`config.mk`:
```
export PLATFORM = sky130hd
export DESIGN_NAME = line_cycle_energy
export DESIGN_NICKNAME = d
export VERILOG_FILES = /design/src/rtl/line_cycle_energy.sv
export SDC_FILE = /design/constraint.sdc
export NUM_CORES = 1
export LEC_CHECK = 0
export ABC_AREA = 1
export BUFFER_PORTS_ARGS = -buffer_cell sky130_fd_sc_hd__buf_2
export CORE_ASPECT_RATIO = 2
export CORE_MARGIN = 2
export CORE_UTILIZATION = 35
export DETAILED_ROUTE_END_ITERATION = 6
export GPL_ROUTABILITY_DRIVEN = 0
export HOLD_SLACK_MARGIN = 0.05
export SLEW_MARGIN = 20
export SYNTH_ARGS = -nofsm -noshare
export SYNTH_HDL_FRONTEND = slang
export SYNTH_SLANG_ARGS = --single-unit
```
`constraint.sdc`:
```
create_clock -name clk -period 5.9 [get_ports clk]
set_input_delay 0.59 -clock clk [delete_from_list [all_inputs] [get_ports clk]]
set_output_delay 0.59 -clock clk [all_outputs]
set_load 0.02 [all_outputs]
```
`src/rtl/line_cycle_energy.sv`:
```
module line_cycle_energy #(
  parameter int ACC_W = 32,
  parameter int INC_W = 16,
  parameter int CNT_W = 16
) (
  input  logic                    clk,
  input  logic                    rst_n,
  input  logic                    lc_en,
  input  logic [2:0]              zx_sel,
  input  logic [CNT_W-1:0]        half_cycles,
  input  logic [2:0]              zx_pulse,
  input  logic signed [INC_W-1:0] inc_a,
  input  logic signed [INC_W-1:0] inc_b,
  input  logic signed [INC_W-1:0] inc_c,
  input  logic                    rd_clr_en,
  input  logic                    rd_stb,
  input  logic [1:0]              rd_sel,
  input  logic                    done_clr,
  output logic [ACC_W-1:0]        wh_a,
  output logic [ACC_W-1:0]        wh_b,
  output logic [ACC_W-1:0]        wh_c,
  output logic                    done
);
  localparam int SUM_W = CNT_W + 1;

  logic [CNT_W-1:0] cnt;
  logic             started;
  logic [ACC_W-1:0] acc [3];
  logic [ACC_W-1:0] wh  [3];
  logic [ACC_W-1:0] ext [3];

  wire [2:0]       hits    = zx_pulse & zx_sel;
  wire [SUM_W-1:0] nhit    = SUM_W'(hits[0]) + SUM_W'(hits[1]) + SUM_W'(hits[2]);
  wire [SUM_W-1:0] cnt_sum = {1'b0, cnt} + nhit;
  wire             no_per  = (half_cycles == '0);
  wire             run     = lc_en && started;
  wire             opening = lc_en && !started && (|hits);
  wire             xfer    = run && !no_per && (cnt_sum >= {1'b0, half_cycles});

  assign ext[0] = {{(ACC_W-INC_W){inc_a[INC_W-1]}}, inc_a};
  assign ext[1] = {{(ACC_W-INC_W){inc_b[INC_W-1]}}, inc_b};
  assign ext[2] = {{(ACC_W-INC_W){inc_c[INC_W-1]}}, inc_c};
  assign wh_a = wh[0];
  assign wh_b = wh[1];
  assign wh_c = wh[2];

  always_ff @(posedge clk or negedge rst_n) begin
    if (!rst_n) begin
      cnt     <= '0;
      started <= 1'b0;
      done    <= 1'b0;
    end else begin
      started <= lc_en && (started || (|hits));
      if (!lc_en || xfer || opening || no_per) cnt <= '0;
      else if (run)                             cnt <= cnt_sum[CNT_W-1:0];
      if (xfer)          done <= 1'b1;
      else if (done_clr) done <= 1'b0;
    end
  end

  for (genvar i = 0; i < 3; i++) begin : g_phase
    wire rd_clr = rd_stb && rd_clr_en && (rd_sel == 2'(i));

    always_ff @(posedge clk or negedge rst_n) begin
      if (!rst_n) begin
        acc[i] <= '0;
        wh[i]  <= '0;
      end else if (!lc_en) begin
        acc[i] <= '0;
        wh[i]  <= rd_clr ? '0 : wh[i] + ext[i];
      end else begin
        if (xfer || opening) acc[i] <= ext[i];
        else if (run)        acc[i] <= acc[i] + ext[i];
        if (xfer) wh[i] <= acc[i];
      end
    end

    a_r8_hold_between: assert property (@(posedge clk) disable iff (!rst_n)
      (lc_en && !xfer) |=> $stable(wh[i]));
    a_r7_publish: assert property (@(posedge clk) disable iff (!rst_n)
      xfer |=> (wh[i] == $past(acc[i])));
  end

  a_r1_off_idle: assert property (@(posedge clk) disable iff (!rst_n)
    !lc_en |=> (cnt == '0 && !started && acc[0] == '0));
  a_r7_restart: assert property (@(posedge clk) disable iff (!rst_n)
    xfer |=> (cnt == '0 && done));
  a_r9_zero_period: assert property (@(posedge clk) disable iff (!rst_n)
    (lc_en && no_per && done_clr) |=> !done);
  a_r10_sticky: assert property (@(posedge clk) disable iff (!rst_n)
    (done && !done_clr) |=> done);
endmodule

```
==> results of run 1 <==
==> critical path: cells and delay by family (launching register included) <==
family | cells | cell delay, ns
buf+inv | 4 | 0.52
simple gates | 14 | 2.58
compound gates | 1 | 0.15
flops | 1 | 0.34
fa+ha+maj | 4 | 1.41
==> synth_stat cells (3+ instances only) <==
master / count / area share, %
o21bai_1: 21 / 0.63
nand2_4: 3 / 0.13
nand2_2: 4 / 0.10
a21oi_1: 243 / 4.8
and2_1: 27 / 0.67
a21o_1: 3 / 0.090
xor2_1: 20 / 0.70
nor2_1: 372 / 5.6
or2_2: 9 / 0.22
nand2_1: 1783 / 27
xnor2_1: 28 / 0.98
nor3_1: 32 / 0.64
dfrtp_1: 210 / 21
nand3_1: 338 / 6.7
and3_1: 9 / 0.22
buf_6: 7 / 0.31
clkbuf_1: 39 / 0.58
buf_1: 3 / 0.045
o21ai_0: 137 / 2.7
ha_1: 204 / 10
buf_2: 23 / 0.46
nand4_1: 53 / 1.3
fa_1: 8 / 0.64
a22o_1: 3 / 0.10
buf_4: 14 / 0.42
nand3b_1: 62 / 1.9
inv_1: 753 / 11
o21a_1: 14 / 0.42
==> cell type report <==
type / count / share of cell area, %
multi-input cells: 3386 / 59.5
flip-flops and latches: 210 / 18.9
inverters: 755 / 10.2
well taps: 910 / 4.09
repair buffers: 191 / 3.90
clock buffers: 32 / 2.60
clock inverters: 18 / 0.791
diodes: 2 / 0.0180
==> state kept, by name, summed over array words and instances (netlist names) <==
| name | flops |
|---|---|
| acc | 96 |
| wh_a | 32 |
| wh_b | 32 |
| wh_c | 32 |
| cnt | 16 |
| done | 1 |
| started | 1 |
==> path summary, 6_finish.rpt <==
| path | startpoint | endpoint | slack [ns] |
|---|---|---|---|
| setup / recovery | cnt[0]$_DFFE_PN0P_ | acc[15]$_DFFE_PN0P_ | 0.79 |
| hold / removal | rst_n | wh_b[22]$_DFFE_PN0P_ | 0.1 |
| setup reg to reg | cnt[0]$_DFFE_PN0P_ | acc[15]$_DFFE_PN0P_ | 0.79 |
| hold reg to reg | acc[73]$_DFFE_PN0P_ | acc[73]$_DFFE_PN0P_ | 0.51 |
| max in group asynchronous | rst_n | wh_c[23]$_DFFE_PN0P_ | 4.63 |
| min in group clk | done_clr | done$_DFFE_PN0P_ | 0.18 |
==> per-layer routing <==
metal  global-route usage [%]  vias up  wire, um
li1                         -    14100         -
met2                     48.5      773     50000
met1                     24.0    12700     33700
met5                        0        -        48
met4                     20.9        8      8950
met3                     2.55      344      3570
==> layout by cell type (no fill, tap or decap), types with 14 or more instances in the layout <==
cell       synthesis  routed
o21ai_0          137     137
nand4_1           53      53
clkbuf_16          0      27
nand2_1         1783    1782
xnor2_1           28      28
nor2_1           372     372
inv_1            753     753
nand3_1          338     338
ha_1             204     204
dfrtp_1          210     210
xor2_1            20      20
a21oi_1          243     243
o21bai_1          21      21
nand3b_1          62      62
buf_2             23     172
o21a_1            14      14
and2_1            27      27
nor3_1            32      32
==> stage by stage <==
| stage | total power, W | setup slack [ns] | instances | hold WS (ns) |
|---|---|---|---|---|
| after floorplan | 0.00734 | 1.71 | 4437 | 0.294 |
| after global placement | 0.00954 | 0.491 | 5452 | 0.489 |
| after detailed placement | 0.00960 | 0.419 | 5452 | 0.501 |
| after CTS | 0.0115 | 0.757 | 5502 | 0.111 |
| after global routing | 0.0125 | 0.384 | 5502 | 0.154 |
| final | 0.0115 | 0.794 | 5504 | 0.0971 |
==> kinds of logic after synthesis <==
| group | Yosys count |
|---|---|
| AO/OA/AOI/OAI | 428 |
| XOR/XNOR | 48 |
| adder cells (fa/ha/maj) | 212 |
| buffers and inverters | 841 |
| flip-flops | 210 |
| AND/OR/NAND/NOR | 2698 |
==> power by group through the flow <==
| stage | Combinational [W] | Clock [W] | Sequential [W] |
|---|---|---|---|
| final | 0.00724 | 0.00183 | 0.00244 |
| after global routing | 0.00811 | 0.00193 | 0.00250 |
| after CTS | 0.00717 | 0.00188 | 0.00244 |
| after detailed placement | 0.00714 | 0 | 0.00246 |
| after global placement | 0.00709 | 0 | 0.00246 |
| after floorplan | 0.00493 | 0 | 0.00241 |
==> reports/summary.txt, run 1 <==
status: completed
worst-path fanout max: 64
final core utilization: 39.2%
clk_skew: 0.0246 ns
crit-path max cell delay: 0.47 ns
GRT overflow: 0
multiplexer share of the synthesized area: 0%
mean post-synth cell area: 5.66 um2
crit path launch type: flip-flop
synth warn: 0
Worst setup EP type: flip-flop
hpwl dp: 77.3 mm
Die Y: 383 um
Flop pwr share: 21.2%
Final Max Slew Viols: 0
Clk pwr share: 15.9%
CTS resizes: 0
simple-gate share of the synthesized area: 44.4%
slowest library cell on the worst path: fa_1
design area: 27800 um2
H-tree depth: 1
vias in the first global route: 27500
Synth Cell Area: 25100 um2
Peak Freq: 196 MHz
Synth Area in Compound Gates: 9.07%
switch share: 53.5%
fin crit period: 5.11 ns
Async SR Flop Fraction: 100%
RSZ-0062 raised after global routing: no
Post-CTS Hold Fix Bufs: 0
Unique masters post-synth: 40
Final Setup Violations: 0
Power Dens Cells: 413 nW/um2
cell chain of the critical path: inv_1 -> fa_1 -> inv_1 -> ha_1 -> inv_1 -> fa_1 -> nor2_4 -> nand2_1 -> nor3_1 -> a31oi_1 -> nor2b_1 -> ha_1 -> and3_1 -> nand2_1 -> nand3_1 -> nor2_1 -> nand2_4 -> nand2_8 -> nand2_4 -> nor2_8 -> buf_12 -> nand2_1 -> nand2_1
Req. time, crit path: 6.41 ns
row cnt: 138
adder-cell area share of the yosys netlist: 10.8%
Antenna Nets Post-Route: 0
register area: 5260 um2
register area share after synthesis: 20.9%
Mapped Cells: 4437
worst min path class: in2async
CP most frequent cell: nand2_1
TritonCTS Sinks: 210
first-pass GRT wire length: 147 mm
clk buf depth: 3
GRT Total Usage: 25.3%
postcts setup bufs: 0
Max VDD drop: 229 uV
top_reg_cell synth: dfrtp_1
initial core utilization: 35.4%
XOR/XNOR Fraction of Synth Area: 1.67%
placed cell area: 26900 um2
Final Hold Viols: 0
switching power: 0.00615 W
EDFF count, synth: 0
area of the multi-input gates: 16600 um2
first drt pass iteration count: 5
layout cells sized above 1: 5.71%
Clock Latency Late Sink: 0.60 ns
die area: 74000 um2
CP Class: reg2reg
area delta synth->final: 10.9%
Die Width: 193 um
largest net degree at the start of global routing: 115
leak pwr: 16.3 nW
Internal Power: 0.00536 W
Root Buffer: clkbuf_16
DR vias/cell: 5.07
Core Region: 71000 um2
flops & latches, synth: 210
antenna violations before repair: 8
drt first-iter violations: 1272
fin nets: 4861
IO Count: 175
Worst-Margin Slew: 0.995 ns
Vias: 27900
CTS Buf Count: 27
largest family of logic cells by synthesized area: simple AND/OR/NAND/NOR gates
Setup TNS Final: 0 ns
port bufs: 174
period utilization: 86.5%
Max-Cap Viols: 0
routed length per instance: 17.5 um
CTS tree: yes
WL final: 96.3 mm
# fillers: 7943
Gate power share: 62.9%
CTS clk-pin slew, worst paths: 0.06 ns
max_slew headroom: 33.7%
Worst R2R Path Depth: 23
CP arrival: 5.62 ns
DRC Markers: 0
Syn Nets: 4727
(Power assumes the default switching activity.)
==> run 2, diff against run 1 <==
--- a/config.mk
+++ b/config.mk
@@ -11,8 +11,8 @@
 export CORE_MARGIN = 2
 export CORE_UTILIZATION = 35
 export DETAILED_ROUTE_END_ITERATION = 6
-export GPL_ROUTABILITY_DRIVEN = 0
 export HOLD_SLACK_MARGIN = 0.05
+export REMOVE_ABC_BUFFERS = 1
 export SLEW_MARGIN = 20
 export SYNTH_ARGS = -nofsm -noshare
 export SYNTH_HDL_FRONTEND = slang
==> reports/summary.txt, run 2 (synthesis results as in run 1) <==
status: completed (unchanged)
reg-to-reg startpoint: cnt[0]$_DFFE_PN0P_ (unchanged)
most common cell after layout, fill and taps aside: nand2_1 (unchanged)
final core utilization: 39.1% (was 39.2%)
max reg flops: 96 (unchanged)
clk_skew: 0.0218 ns (was 0.0246 ns)
Setup TNS Final: 0 ns (unchanged)
worst-path fanout max: 44 (was 64)
Most flops, register: acc (unchanged)
CP arrival: 5.45 ns (was 5.62 ns)
# fillers: 7986 (was 7943)
H-tree depth: 1 (unchanged)
Clock Latency Late Sink: 0.59 ns (was 0.60 ns)
dpl cells: 5455 (was 5452)
hold slack: 0.0329 ns (was 0.0971 ns)
clk buf depth: 3 (unchanged)
Final Max Slew Viols: 0 (unchanged)
WL final: 104 mm (was 96.3 mm)
drt first-iter violations: 1386 (was 1272)
worst min path class: in2async (unchanged)
crit-path max cell delay: 0.47 ns (about the same)
Peak Freq: 201 MHz (was 196 MHz)
layout cells sized above 1: 5.62% (was 5.71%)
initial core utilization: 35.4% (unchanged)
Final Non-Filler Cells: 5504 (unchanged)
placed cell area: 26900 um2 (about the same)
IO Count: 175 (unchanged)
first drt pass iteration count: 6 (was 5)
slowest library cell on the worst path: fa_1 (unchanged)
period utilization: 84.5% (was 86.5%)
Die Y: 383 um (unchanged)
Root Buffer: clkbuf_16 (unchanged)
flop2flop setup slack: 0.91 ns (was 0.79 ns)
antenna violations before repair: 6 (was 8)
Final Setup Violations: 0 (unchanged)
DR vias/cell: 5.08 (was 5.07)
largest net degree at the start of global routing: 113 (was 115)
cell chain of the critical path: inv_1 -> fa_1 -> inv_1 -> ha_1 -> inv_1 -> fa_1 -> nor2_4 -> nand2_1 -> nor3_1 -> nand4_1 -> nor2b_1 -> ha_1 -> and3_1 -> nand3_1 -> nor2_1 -> nand2_1 -> nand2_4 -> nand2_8 -> nand2_4 -> buf_4 -> nand2_2 -> nand3_1 -> nand2_1 (was inv_1 -> fa_1 -> inv_1 -> ha_1 -> inv_1 -> fa_1 -> nor2_4 -> nand2_1 -> nor3_1 -> a31oi_1 -> nor2b_1 -> ha_1 -> and3_1 -> nand2_1 -> nand3_1 -> nor2_1 -> nand2_4 -> nand2_8 -> nand2_4 -> nor2_8 -> buf_12 -> nand2_1 -> nand2_1)
Max VDD drop: 240 uV (was 229 uV)
Max-Cap Viols: 0 (unchanged)
TritonCTS Sinks: 210 (unchanged)
crit path launch type: flip-flop (unchanged)
Vias: 27900 (about the same)
port bufs: 174 (unchanged)
Worst-Margin Slew: 1.12 ns (was 0.995 ns)
max_slew headroom: 24.7% (was 33.7%)
Power Dens Cells: 416 nW/um2 (was 413 nW/um2)
Reg-to-Reg End: acc[49]$_DFFE_PN0P_ (was acc[15]$_DFFE_PN0P_)
Core Region: 71000 um2 (unchanged)
DRC Markers: 0 (unchanged)
postcts setup bufs: 0 (unchanged)
final RePlAce weighted congestion: 1.04
Die Width: 193 um (unchanged)
Req. time, crit path: 6.37 ns (was 6.41 ns)
Final Hold Viols: 0 (unchanged)
GRT overflow: 0 (unchanged)
number of cells on the critical path: 23 (unchanged)
CP Class: reg2reg (unchanged)
routed length per instance: 18.9 um (was 17.5 um)
Antenna Nets Post-Route: 0 (unchanged)
hpwl dp: 86.1 mm (was 77.3 mm)
leak pwr: 16.2 nW (was 16.3 nW)
Worst R2R Path Depth: 23 (unchanged)
area delta synth->final: 10.7% (was 10.9%)
first-pass GRT wire length: 156 mm (was 147 mm)
most frequent cells in the layout: 1782 x nand2_1, 753 x inv_1, 372 x nor2_1 (unchanged)
vias in the first global route: 27600 (was 27500)
GRT Total Usage: 27.4% (was 25.3%)
Worst setup EP type: flip-flop (unchanged)
row cnt: 138 (unchanged)
Post-CTS Hold Fix Bufs: 0 (unchanged)
CTS Buf Count: 25 (was 27)
fin crit period: 4.99 ns (was 5.11 ns)
Worst path top cell family by delay: simple AND/OR/NAND/NOR gates (unchanged)
CTS tree: yes (unchanged)
RSZ-0062 raised after global routing: no (unchanged)
fin nets: 4862 (was 4861)
design area: 27800 um2 (about the same)
CTS resizes: 0 (unchanged)
die area: 74000 um2 (unchanged)
CTS clk-pin slew, worst paths: 0.07 ns (was 0.06 ns)
Crit path buffers/inverters: 4 (unchanged)
## run 2: where the power goes
part,internal [W],switching [W]
Sequential,0.00189,0.000571
Combinational,0.00241,0.00491
Clock,0.00102,0.000742
## run 2: layout make-up
class,instances,area (um2),area share [%]
antenna,7,17.5,0.0631
timing repair buffer,194,1080,3.90
inverter,755,2830,10.2
multi-input combinational,3386,16600,59.7
tap,910,1140,4.10
clock buffer,28,657,2.36
clock inverter,14,219,0.788
sequential,210,5260,18.9
## run 2: how the worst max path moves through the flow
| stage | from | end |
|---|---|---|
| after floorplan | zx_pulse[2] | wh_a[20]$_DFFE_PN0P_ |
| after global placement | zx_pulse[2] | acc[54]$_DFFE_PN0P_ |
| after detailed placement | zx_pulse[2] | acc[59]$_DFFE_PN0P_ |
| after CTS | cnt[0]$_DFFE_PN0P_ | acc[53]$_DFFE_PN0P_ |
| after global routing | cnt[0]$_DFFE_PN0P_ | acc[61]$_DFFE_PN0P_ |
| final | cnt[0]$_DFFE_PN0P_ | acc[49]$_DFFE_PN0P_ |
## run 2: layer usage
metal | wire length [um] | up-vias | part of all wire, % | GRT usage [%]
met3 | 3490 | 378 | 3.4 | 2.59
met2 | 55000 | 784 | 53 | 53.7
li1 | - | 14100 | - | -
met1 | 33600 | 12700 | 32 | 23.8
met5 | 0 | - | 0 | 0
met4 | 11700 | 0 | 11 | 26.2
## run 2: metrics by stage
stage	setup slack (ns)	power, W
floorplan	0.0975	0.00731
global placement	0.695	0.00968
detailed placement	0.594	0.00973
CTS	0.898	0.0115
global route	0.506	0.0125
finish	0.915	0.0115
